===== config.mk =====
export PLATFORM = sky130hd
export DESIGN_NAME = home_dir_ctrl
export DESIGN_NICKNAME = d
export VERILOG_FILES = /design/src/rtl/home_dir_pkg.sv /design/src/rtl/dir_table.sv /design/src/rtl/dir_store.sv /design/src/rtl/low_bit_pick.sv /design/src/rtl/home_dir_ctrl.sv
export SDC_FILE = /design/constraint.sdc
export NUM_CORES = 1
export LEC_CHECK = 0
export BUFFER_PORTS_ARGS = -buffer_cell sky130_fd_sc_hd__buf_2
export CORE_MARGIN = 10
export CORE_UTILIZATION = 50
export CTS_CLUSTER_SIZE = 8
export DETAILED_ROUTE_END_ITERATION = 7
export HOLD_SLACK_MARGIN = 0.02
export PLACE_DENSITY = 0.69
export SYNTH_ARGS = -nofsm -noshare
export SYNTH_HDL_FRONTEND = slang
export SYNTH_SLANG_ARGS = --single-unit

===== constraint.sdc =====
create_clock -name clk -period 4.8 [get_ports clk]
set_input_delay 0.48 -clock clk [delete_from_list [all_inputs] [get_ports clk]]
set_output_delay 0.48 -clock clk [all_outputs]
set_load 0.03 [all_outputs]

===== src/rtl/home_dir_pkg.sv =====
package home_dir_pkg;
    typedef enum logic [1:0] {
        DS_UNC = 2'd0,
        DS_SHR = 2'd1,
        DS_EXC = 2'd2
    } dir_state_e;

    typedef enum logic [1:0] {
        RQ_READ  = 2'd0,
        RQ_WRITE = 2'd1,
        RQ_WBACK = 2'd2
    } req_kind_e;

    typedef enum logic [1:0] {
        MK_INV       = 2'd0,
        MK_FETCH     = 2'd1,
        MK_FETCH_INV = 2'd2,
        MK_REPLY     = 2'd3
    } msg_kind_e;

    typedef enum logic [2:0] {
        ST_IDLE   = 3'd0,
        ST_INV    = 3'd1,
        ST_RECALL = 3'd2,
        ST_WAIT   = 3'd3,
        ST_REPLY  = 3'd4
    } ctrl_state_e;
endpackage


===== src/rtl/dir_table.sv =====
module dir_table
    import home_dir_pkg::*;
#(
    parameter int NODES   = 4,
    parameter int ENTRIES = 16,
    localparam int AW     = $clog2(ENTRIES)
) (
    input  logic                    clk,
    input  logic                    rst_n,
    input  logic [AW-1:0]           rd_addr,
    output dir_state_e              rd_state,
    output logic [NODES-1:0]        rd_sharers,
    input  logic                    wr_en,
    input  logic [AW-1:0]           wr_addr,
    input  dir_state_e              wr_state,
    input  logic [NODES-1:0]        wr_sharers
);
    dir_state_e       st_q [ENTRIES];
    logic [NODES-1:0] sh_q [ENTRIES];

    always_ff @(posedge clk) begin
        if (!rst_n) begin
            for (int i = 0; i < ENTRIES; i++) begin
                st_q[i] <= DS_UNC;
                sh_q[i] <= '0;
            end
        end else if (wr_en) begin
            st_q[wr_addr] <= wr_state;
            sh_q[wr_addr] <= wr_sharers;
        end
    end

    assign rd_state   = st_q[rd_addr];
    assign rd_sharers = sh_q[rd_addr];

    // an Exclusive entry names exactly one owner
    assert_excl_single_owner_R3: assert property (@(posedge clk) disable iff (!rst_n)
        (wr_en && wr_state == DS_EXC) |-> $onehot(wr_sharers));
    // an Uncached entry has no sharers
    assert_unc_empty_R8: assert property (@(posedge clk) disable iff (!rst_n)
        (wr_en && wr_state == DS_UNC) |-> (wr_sharers == '0));
    // a Shared entry has at least one sharer
    assert_shr_nonempty_R4: assert property (@(posedge clk) disable iff (!rst_n)
        (wr_en && wr_state == DS_SHR) |-> (wr_sharers != '0));
endmodule


===== src/rtl/dir_store.sv =====
module dir_store #(
    parameter int DATA_W  = 32,
    parameter int ENTRIES = 16,
    localparam int AW     = $clog2(ENTRIES)
) (
    input  logic              clk,
    input  logic              rst_n,
    input  logic [AW-1:0]     rd_addr,
    output logic [DATA_W-1:0] rd_data,
    input  logic              wr_en,
    input  logic [AW-1:0]     wr_addr,
    input  logic [DATA_W-1:0] wr_data
);
    logic [DATA_W-1:0] mem_q [ENTRIES];

    always_ff @(posedge clk) begin
        if (!rst_n) begin
            for (int i = 0; i < ENTRIES; i++) mem_q[i] <= '0;
        end else if (wr_en) begin
            mem_q[wr_addr] <= wr_data;
        end
    end

    assign rd_data = mem_q[rd_addr];
endmodule


===== src/rtl/low_bit_pick.sv =====
module low_bit_pick #(
    parameter int NODES = 4,
    localparam int NID_W = $clog2(NODES)
) (
    input  logic [NODES-1:0] vec,
    output logic             found,
    output logic [NID_W-1:0] idx
);
    always_comb begin
        found = 1'b0;
        idx   = '0;
        for (int i = NODES - 1; i >= 0; i--) begin
            if (vec[i]) begin
                found = 1'b1;
                idx   = NID_W'(i);
            end
        end
    end
endmodule


===== src/rtl/home_dir_ctrl.sv =====
module home_dir_ctrl
    import home_dir_pkg::*;
#(
    parameter int NODES   = 4,
    parameter int ENTRIES = 16,
    parameter int DATA_W  = 32,
    localparam int NID_W  = $clog2(NODES),
    localparam int AW     = $clog2(ENTRIES)
) (
    input  logic              clk,
    input  logic              rst_n,
    input  logic              req_valid,
    input  logic [1:0]        req_type,
    input  logic [NID_W-1:0]  req_node,
    input  logic [AW-1:0]     req_addr,
    input  logic [DATA_W-1:0] req_data,
    output logic              req_ready,
    input  logic              owner_wb_valid,
    input  logic [DATA_W-1:0] owner_wb_data,
    output logic              busy,
    output logic              msg_valid,
    output logic [1:0]        msg_type,
    output logic [NID_W-1:0]  msg_node,
    output logic [AW-1:0]     msg_addr,
    output logic [DATA_W-1:0] msg_data
);
    localparam logic [NODES-1:0] ONE_BIT = {{(NODES-1){1'b0}}, 1'b1};

    ctrl_state_e       state_q, state_d;
    logic [NID_W-1:0]  node_q, owner_q;
    logic [AW-1:0]     addr_q;
    logic              for_read_q;
    logic [NODES-1:0]  pend_q, pend_d;

    dir_state_e        ent_state;
    logic [NODES-1:0]  ent_sharers;
    logic              tbl_we;
    dir_state_e        tbl_wstate;
    logic [NODES-1:0]  tbl_wsharers;

    logic              mem_we;
    logic [AW-1:0]     mem_waddr;
    logic [DATA_W-1:0] mem_wdata, mem_rdata;

    logic              own_found, inv_found;
    logic [NID_W-1:0]  own_idx, inv_idx;
    logic [NODES-1:0]  req_bit, inv_bit;
    logic              accept;

    dir_table #(.NODES(NODES), .ENTRIES(ENTRIES)) u_table (
        .clk(clk), .rst_n(rst_n),
        .rd_addr(req_addr), .rd_state(ent_state), .rd_sharers(ent_sharers),
        .wr_en(tbl_we), .wr_addr(req_addr), .wr_state(tbl_wstate), .wr_sharers(tbl_wsharers)
    );

    dir_store #(.DATA_W(DATA_W), .ENTRIES(ENTRIES)) u_store (
        .clk(clk), .rst_n(rst_n),
        .rd_addr(addr_q), .rd_data(mem_rdata),
        .wr_en(mem_we), .wr_addr(mem_waddr), .wr_data(mem_wdata)
    );

    low_bit_pick #(.NODES(NODES)) u_owner_pick (
        .vec(ent_sharers), .found(own_found), .idx(own_idx)
    );

    low_bit_pick #(.NODES(NODES)) u_inv_pick (
        .vec(pend_q), .found(inv_found), .idx(inv_idx)
    );

    assign req_bit   = ONE_BIT << req_node;
    assign inv_bit   = ONE_BIT << inv_idx;
    assign req_ready = (state_q == ST_IDLE);
    assign busy      = (state_q == ST_WAIT);
    assign accept    = req_valid && req_ready;

    // Next state, directory update and backing-store write
    always_comb begin
        state_d      = state_q;
        pend_d       = pend_q;
        tbl_we       = 1'b0;
        tbl_wstate   = DS_UNC;
        tbl_wsharers = '0;
        mem_we       = 1'b0;
        mem_waddr    = addr_q;
        mem_wdata    = owner_wb_data;
        unique case (state_q)
            ST_IDLE: begin
                if (accept) begin
                    unique case (req_type)
                        RQ_READ: begin
                            tbl_we       = 1'b1;
                            tbl_wstate   = DS_SHR;
                            if (ent_state == DS_UNC) begin
                                tbl_wsharers = req_bit;
                                state_d      = ST_REPLY;
                            end else begin
                                tbl_wsharers = ent_sharers | req_bit;
                                state_d      = (ent_state == DS_EXC) ? ST_RECALL : ST_REPLY;
                            end
                        end
                        RQ_WRITE: begin
                            tbl_we       = 1'b1;
                            tbl_wstate   = DS_EXC;
                            tbl_wsharers = req_bit;
                            if (ent_state == DS_SHR) begin
                                pend_d  = ent_sharers & ~req_bit;
                                state_d = (pend_d != '0) ? ST_INV : ST_REPLY;
                            end else if (ent_state == DS_EXC) begin
                                state_d = ST_RECALL;
                            end else begin
                                state_d = ST_REPLY;
                            end
                        end
                        RQ_WBACK: begin
                            if (ent_state == DS_EXC && ent_sharers == req_bit) begin
                                tbl_we       = 1'b1;
                                tbl_wstate   = DS_UNC;
                                tbl_wsharers = '0;
                                mem_we       = 1'b1;
                                mem_waddr    = req_addr;
                                mem_wdata    = req_data;
                            end
                        end
                        default: ;
                    endcase
                end
            end
            ST_INV: begin
                pend_d = pend_q & ~inv_bit;
                if (pend_d == '0) state_d = ST_REPLY;
            end
            ST_RECALL: state_d = ST_WAIT;
            ST_WAIT: begin
                if (owner_wb_valid) begin
                    mem_we  = 1'b1;
                    state_d = ST_REPLY;
                end
            end
            ST_REPLY: state_d = ST_IDLE;
            default:  state_d = ST_IDLE;
        endcase
    end

    // State register and request latches
    always_ff @(posedge clk) begin
        if (!rst_n) begin
            state_q    <= ST_IDLE;
            node_q     <= '0;
            owner_q    <= '0;
            addr_q     <= '0;
            for_read_q <= 1'b0;
            pend_q     <= '0;
        end else begin
            state_q <= state_d;
            pend_q  <= pend_d;
            if (accept) begin
                node_q     <= req_node;
                owner_q    <= own_idx;
                addr_q     <= req_addr;
                for_read_q <= (req_type == RQ_READ);
            end
        end
    end

    // Outgoing message
    always_comb begin
        msg_valid = 1'b0;
        msg_type  = MK_REPLY;
        msg_node  = node_q;
        msg_addr  = addr_q;
        msg_data  = '0;
        unique case (state_q)
            ST_INV: begin
                msg_valid = inv_found;
                msg_type  = MK_INV;
                msg_node  = inv_idx;
            end
            ST_RECALL: begin
                msg_valid = 1'b1;
                msg_type  = for_read_q ? MK_FETCH : MK_FETCH_INV;
                msg_node  = owner_q;
            end
            ST_REPLY: begin
                msg_valid = 1'b1;
                msg_type  = MK_REPLY;
                msg_data  = mem_rdata;
            end
            default: ;
        endcase
    end

    // nothing leaves while a request can be taken
    assert_idle_quiet_R10: assert property (@(posedge clk) disable iff (!rst_n)
        req_ready |-> !msg_valid);
    // no request is taken while waiting on the owner
    assert_busy_blocks_R6: assert property (@(posedge clk) disable iff (!rst_n)
        busy |-> !req_ready);
    // the requester never receives its own invalidation
    assert_inv_skips_req_R5: assert property (@(posedge clk) disable iff (!rst_n)
        (msg_valid && msg_type == MK_INV) |-> (msg_node != node_q));
    // a recall is followed by the wait for owner data
    assert_recall_waits_R7: assert property (@(posedge clk) disable iff (!rst_n)
        (msg_valid && (msg_type == MK_FETCH || msg_type == MK_FETCH_INV)) |=> busy);
    // owner data is forwarded in the following cycle
    assert_owner_forward_R6: assert property (@(posedge clk) disable iff (!rst_n)
        (busy && owner_wb_valid) |=> (msg_valid && msg_type == MK_REPLY
                                       && msg_data == $past(owner_wb_data)));
    // a reply ends the request
    assert_reply_ends_R2: assert property (@(posedge clk) disable iff (!rst_n)
        (msg_valid && msg_type == MK_REPLY) |=> req_ready);
endmodule


==> impl_metrics.py, run 1 <==
metrics = {
    "cells_and_area": {
        "final_cell_mix": "nor2_1, edfxtp_1, mux4_2",
        "seq_area_um2": 18700,
        "fillCellCount": 4156,
        "n_antenna_cell": 0,
        "layout_commonest_cell": "nor2_1",
        "final_nets": 2124,
        "multi_input_area_um2": 9000,
        "drive_gt1_share_pct": 26.9,
        "final_cell_area_um2": 32500,
        "areaGrowthSynthToFinish_pct": 15.3,
    },
    "timing": {
        "fmax_mhz": 257,
        "report.final.slew_viol_count": 0,
        "fin_ws_ns": 0.907,
        "hold_viol": 0,
        "final.setup_skew_ns": 0.0277,
        "min_period_over_period_pct": 81.1,
        "fin_crit_ns": 3.89,
        "setup_viol": 0,
        "worst_slew_margin_rel_pct": 23.9,
        "fin_tns_setup_ns": 0,
        "max_slew.worst_pin.slew_ns": 1.13,
        "rsz0062_at_grt": "false",
    },
    "setup_path": {
        "r2r_end": "u_store.mem_q[8][19]$_SDFFCE_PN0P_",
        "worstPathArrival_ns": 4.24,
        "slowest_delay_ns": 0.57,
        "r2r-start": "u_table.sh_q[15][0]$_SDFFCE_PN0P_",
        "rrSetupSlack_ns": 0.93,
        "path_buf_inv": 4,
        "cp_slowest_cell": "mux4_2",
        "cp-startpoint": "req_addr[0]",
        "crit_fanout": 19,
        "crit_top_cell": "buf_12",
        "path_class": "in -> reg",
        "cp_top_family": "buffers and inverters",
        "path_cells": "buf_2, mux4_2, a22o_1, a221oi_1, ha_1, nor3_1, nand4_1, nor3_4, buf_12, buf_12, mux2i_2, buf_4, nor2_1",
        "crit_cells": 13,
        "r2r_cells": 12,
        "crit_path_end": "u_store.mem_q[8][19]$_SDFFCE_PN0P_",
        "end_kind": "flop",
        "setup.worst_path.start_class": "primary input",
        "cp.required_ns": 5.14,
    },
    "routing": {
        "final_antenna_net_count": 0,
        "wl_per_cell_um": 26.4,
        "route.detailed.drc": 0,
        "drt_iter0_drc": 1924,
        "first_pass_iters": 5,
        "wirelength_um": 74100,
        "avgViaCountPerCell": 6.10,
        "via_count": 17147,
    },
    "status": {
        "run_status": "finished, final reports clean",
    },
    "logic_synthesis": {
        "synth_cells": 1900,
        "synth.distinct_cells": 52,
        "synth_edf_count": 608,
        "ys_seq_elements": 628,
        "ys_seq_area_share_pct": 66.2,
        "synth-async-reset-ratio_pct": 0,
        "synth_top_area_share_pct": 64.8,
        "synth_area_leader_cell": "edfxtp_1",
        "mappedNetlistArea_um2": 28200,
        "synth.avg_cell_area_um2": 14.8,
        "syn_nets": 1984,
        "synthTopCellsByArea": "edfxtp_1, mux4_2, nor2_1, mux2i_4, dfxtp_1",
        "ys_warn_count": 0,
        "synthFlopType": "edfxtp_1",
    },
    "grt": {
        "gr-total-overflow": 0,
        "grtUsageTotal_pct": 22.5,
        "grt_pass1_vias": 17912,
        "antenna_found_initial": 0,
        "grt_max_degree": 60,
        "grt_pass1_wl_um": 112000,
    },
    "clock_tree": {
        "hold_buffers": 0,
        "numCtsBuffers": 88,
        "clock_latency_ns": 0.63,
        "clock-sinks": 628,
        "htreeDepth": 3,
        "cts_resized": 0,
        "cts_tree": "yes",
        "cts_setup_buffers": 0,
        "root_buffer": "clkbuf_16",
        "clockBufferDepth": 3,
        "clk_pin_slew_ns": 0.05,
    },
    "floorplanning": {
        "die_w_um": 257,
        "ioPinCount": 119,
        "die_h_um": 257,
        "initial_core_util_pct": 50.9,
        "die_area_um2": 66300,
        "core_um2": 55400,
        "floorplan.rows": 86,
    },
    "pwr": {
        "p_clk_share_pct": 42.3,
        "powerDensity_nw_per_um2": 402,
        "swShare_pct": 23.1,
        "power_switching_mw": 3.02,
        "internal-power_mw": 10.1,
        "pwr-share-comb_pct": 9.4,
        "p_leak_nw": 11.3,
        "p_seq_share_pct": 48.3,
        "peakVddDrop_mv": 0.340,
    },
    "worst_hold_path": {
        "hp-class": "in -> reg",
    },
    "placement": {
        "place_area_um2": 30100,
        "place_congestion": 0.833,
        "port_buffers": 118,
        "dp_slack_ns": 0.272,
        "dpl.hpwl_um": 43000,
    },
    "job": {
        "max_cap_violations": 0,
    },
}
## Yosys cell counts, types with 4 or more instances
| library cell | instances |
|---|---|
| and3_1 | 8 |
| nand3_1 | 21 |
| nand2_1 | 70 |
| nor2b_1 | 39 |
| buf_1 | 14 |
| edfxtp_1 | 608 |
| buf_4 | 8 |
| nand2b_1 | 11 |
| a22oi_1 | 5 |
| ha_1 | 8 |
| a21boi_0 | 10 |
| dfxtp_1 | 20 |
| mux2i_2 | 5 |
| a31oi_2 | 12 |
| buf_2 | 52 |
| o21ai_0 | 8 |
| nor2_1 | 619 |
| mux2i_1 | 11 |
| and2_1 | 4 |
| clkbuf_1 | 78 |
| inv_1 | 6 |
| mux4_2 | 185 |
| a31oi_1 | 7 |
| nor3_1 | 25 |
| mux2i_4 | 20 |
| a21oi_1 | 6 |
## per-stage QoR
step | cells | util, % | hold WS (ns) | total power, mW
after floorplan | 1900 | - | 0.441 | 7.19
after global placement | 2698 | 54.4 | 0.468 | 7.63
after detailed placement | 2698 | 54.4 | 0.483 | 7.65
after CTS | 2810 | 58.7 | 0.137 | 13.1
after global routing | 2810 | 58.7 | 0.156 | 13.5
final | 2810 | 58.7 | 0.156 | 13.1
## worst reg2reg max path, cell delays in order, from the launching register on
cell      delay (ns)
edfxtp_1        0.39
mux4_2          0.48
a22o_1          0.23
a221oi_1        0.36
ha_1            0.32
nor3_1          0.21
nand4_1         0.20
nor3_4          0.26
buf_12          0.20
buf_12          0.24
mux2i_2         0.39
buf_4           0.27
nor2_1          0.07
## sequential cells by signal, summed over array words and instances, names as in the netlist, named ones only
register and count:
node_q 2, u_table.st_q 32, u_store.mem_q 512, pend_q 4, state_q 3, msg_addr 4
u_table.sh_q 64, for_read_q 1, owner_q 2
## worst min path at each step
stage	startpoint	end	slack, ns	cells after the start
finish	req_node[0]	node_q[0]$_SDFFE_PN0P_	0.16	3
global route	req_node[0]	node_q[0]$_SDFFE_PN0P_	0.16	3
CTS	req_node[0]	node_q[0]$_SDFFE_PN0P_	0.14	3
detailed placement	node_q[0]$_SDFFE_PN0P_	node_q[0]$_SDFFE_PN0P_	0.48	2
global placement	node_q[0]$_SDFFE_PN0P_	node_q[0]$_SDFFE_PN0P_	0.47	2
floorplan	owner_q[1]$_SDFFE_PN0P_	owner_q[1]$_SDFFE_PN0P_	0.44	2
## final cells by class
type / instances / share of cell area (%)
clock buffer: 106 / 6.98
clock inverter: 6 / 0.362
inverter: 6 / 0.0693
multi-input combinational: 1110 / 27.7
sequential: 628 / 57.4
tap: 748 / 2.88
timing repair buffer: 206 / 4.62
## power by group through the flow
stage | clock [mW] | sequential, mW | combinational (mW)
finish | 5.53 | 6.31 | 1.23
global route | 5.82 | 6.32 | 1.31
CTS | 5.59 | 6.31 | 1.25
detailed placement | 0 | 6.41 | 1.24
global placement | 0 | 6.39 | 1.23
floorplan | 0 | 6.34 | 0.846
## kinds of logic after synthesis
group	count (synthesis)	share of synthesized area [%]
AO/OA/AOI/OAI	62	1.78
adder cells (fa/ha/maj)	9	0.391
buffers and inverters	162	2.66
flip-flops	628	66.2
multiplexers	221	17.0
AND/OR/NAND/NOR	818	12.0
## layer usage
metal | GRT usage, % | vias to the layer above | wire length, um
met5 | 0 | - | 0
li1 | - | 7303 | -
met3 | 4.62 | 148 | 6430
met4 | 7.76 | 0 | 2110
met1 | 28.6 | 8875 | 28300
met2 | 37.9 | 821 | 37300
Power figures use the tool's default switching activity.
==> run 2, diff against run 1 <==
- PLACE_DENSITY: 0.69 -> 0.67
- clock period: 4.8 -> 3.9 ns (I/O delays scaled with it)
==> impl_metrics.py, run 2 (synthesis results as in run 1) <==
metrics = {
    "setup_path": {
        "setup.worst_path.start_class": "flop",
        "cp.required_ns": 4.24,
        "end_kind": "flop",
        "worstPathArrival_ns": 3.93,
        "crit_fanout": 16,
        "path_class": "reg -> reg",
    },
    "clock_tree": {
        "clock_latency_ns": 0.62,
        "cts_resized": 0,
        "numCtsBuffers": 88,
        "clk_pin_slew_ns": 0.05,
        "hold_buffers": 0,
        "htreeDepth": 3,
        "clock-sinks": 628,
        "cts_tree": "yes",
        "root_buffer": "clkbuf_16",
        "clockBufferDepth": 3,
        "cts_setup_buffers": 0,
    },
    "timing": {
        "hold_viol": 0,
        "hold_ws_ns": 0.0840,
        "setup_viol": 0,
        "final.setup_skew_ns": 0.0248,
        "fin_crit_ns": 3.59,
        "report.final.slew_viol_count": 0,
        "worst_slew_margin_rel_pct": 33.5,
        "min_period_over_period_pct": 92.0,
        "fmax_mhz": 279,
        "max_slew.worst_pin.slew_ns": 0.994,
        "rsz0062_at_grt": "false",
        "fin_tns_setup_ns": 0,
    },
    "cells_and_area": {
        "fillCellCount": 4093,
        "areaGrowthSynthToFinish_pct": 19.2,
        "top_register": "u_store.mem_q",
        "largest_register_ffs": 512,
        "final_nets": 2180,
        "final_cell_area_um2": 33600,
        "layout_commonest_cell": "nor2_1",
        "final_cell_mix": "nor2_1, edfxtp_1, mux4_2",
        "largestRegisters": "u_store.mem_q (512), u_table.sh_q (64), u_table.st_q (32)",
        "drive_gt1_share_pct": 28.9,
    },
    "grt": {
        "grt_max_degree": 45,
        "grt_pass1_vias": 18192,
        "gr-total-overflow": 0,
        "grtUsageTotal_pct": 22.8,
        "grt_pass1_wl_um": 113000,
        "antenna_found_initial": 1,
    },
    "floorplanning": {
        "die_area_um2": 66300,
        "core_um2": 55400,
        "floorplan.rows": 86,
        "ioPinCount": 119,
        "die_w_um": 257,
        "initial_core_util_pct": 50.9,
        "die_h_um": 257,
    },
    "placement": {
        "port_buffers": 118,
        "place_area_um2": 31200,
        "place_congestion": 0.843,
        "dpl.hpwl_um": 45800,
    },
    "routing": {
        "first_pass_iters": 5,
        "wirelength_um": 75800,
        "wl_per_cell_um": 26.4,
        "final_antenna_net_count": 0,
        "route.detailed.drc": 0,
        "via_count": 17350,
        "avgViaCountPerCell": 6.06,
        "drt_iter0_drc": 1822,
    },
    "worst_hold_path": {
        "hp-class": "in -> reg",
    },
    "pwr": {
        "powerDensity_nw_per_um2": 482,
        "total_power_mw": 16.2,
        "peakVddDrop_mv": 0.317,
        "p_leak_nw": 11.8,
    },
    "job": {
        "max_cap_violations": 0,
    },
    "status": {
        "run_status": "finished, final reports clean",
    },
}
-- run 2: cell count changes in the layout (fill, tap and decap cells not counted), sizes merged --
cell	before	now
inv	10	8
diode	0	1
buf	206	262
-- run 2: through the flow --
step	util [%]	instances	setup slack (ns)
after floorplan	-	1900	0.0696
after CTS	60.6	2864	0.295
after global placement	56.3	2754	-0.0337
after detailed placement	56.3	2754	-0.0639
final	60.6	2865	0.311
after global routing	60.6	2864	0.0588
-- run 2: path summary, 6_finish.rpt --
check,startpoint,endpoint,slack (ns),cells past startpoint
setup / recovery,u_table.sh_q[6][1]$_SDFFCE_PN0P_,u_store.mem_q[3][22]$_SDFFCE_PN0P_,0.31,12
hold / removal,owner_wb_valid,state_q[0]$_SDFFE_PN0P_,0.08,4
setup reg to reg,u_table.sh_q[6][1]$_SDFFCE_PN0P_,u_store.mem_q[3][22]$_SDFFCE_PN0P_,0.31,12
hold reg to reg,owner_q[1]$_SDFFE_PN0P_,owner_q[1]$_SDFFE_PN0P_,0.47,2
-- run 2: worst max-delay path, cell delays in order (launching register included) --
cell,delay [ns]
edfxtp_1,0.37
mux4_2,0.48
mux4_2,0.50
inv_1,0.11
ha_1,0.23
nor3_1,0.25
nand4_1,0.19
nor3_4,0.22
buf_12,0.23
buf_12,0.18
mux2i_1,0.23
buf_4,0.24
nor2_1,0.06
-- run 2: cell type report --
type | instances | area (um2) | share of cell area [%]
Clock inverter | 4 | 63.8 | 0.190
Antenna cell | 1 | 2.50 | 0.00745
Tap cell | 748 | 936 | 2.79
Clock buffer | 106 | 2310 | 6.88
Sequential cell | 628 | 18700 | 55.6
Multi-Input combinational cell | 1110 | 9100 | 27.1
Inverter | 6 | 22.5 | 0.0670
Timing Repair Buffer | 262 | 2480 | 7.40
-- run 2: where the power goes --
group	internal (mW)	switching, mW	total (mW)
Clock	4.15	2.65	6.80
Combinational	0.732	0.910	1.64
Sequential	7.63	0.132	7.76
-- run 2: routing by layer --
metal  vias up  part of all wire (%)  GRT usage [%]  wire length, um
met5         -                     0              0                0
met4         0                   2.4           6.93             1850
met3       136                   8.8           4.30             6680
met2       921                    51           38.8            38400
met1      8889                    38           29.4            28900
li1       7404                     -              -                -
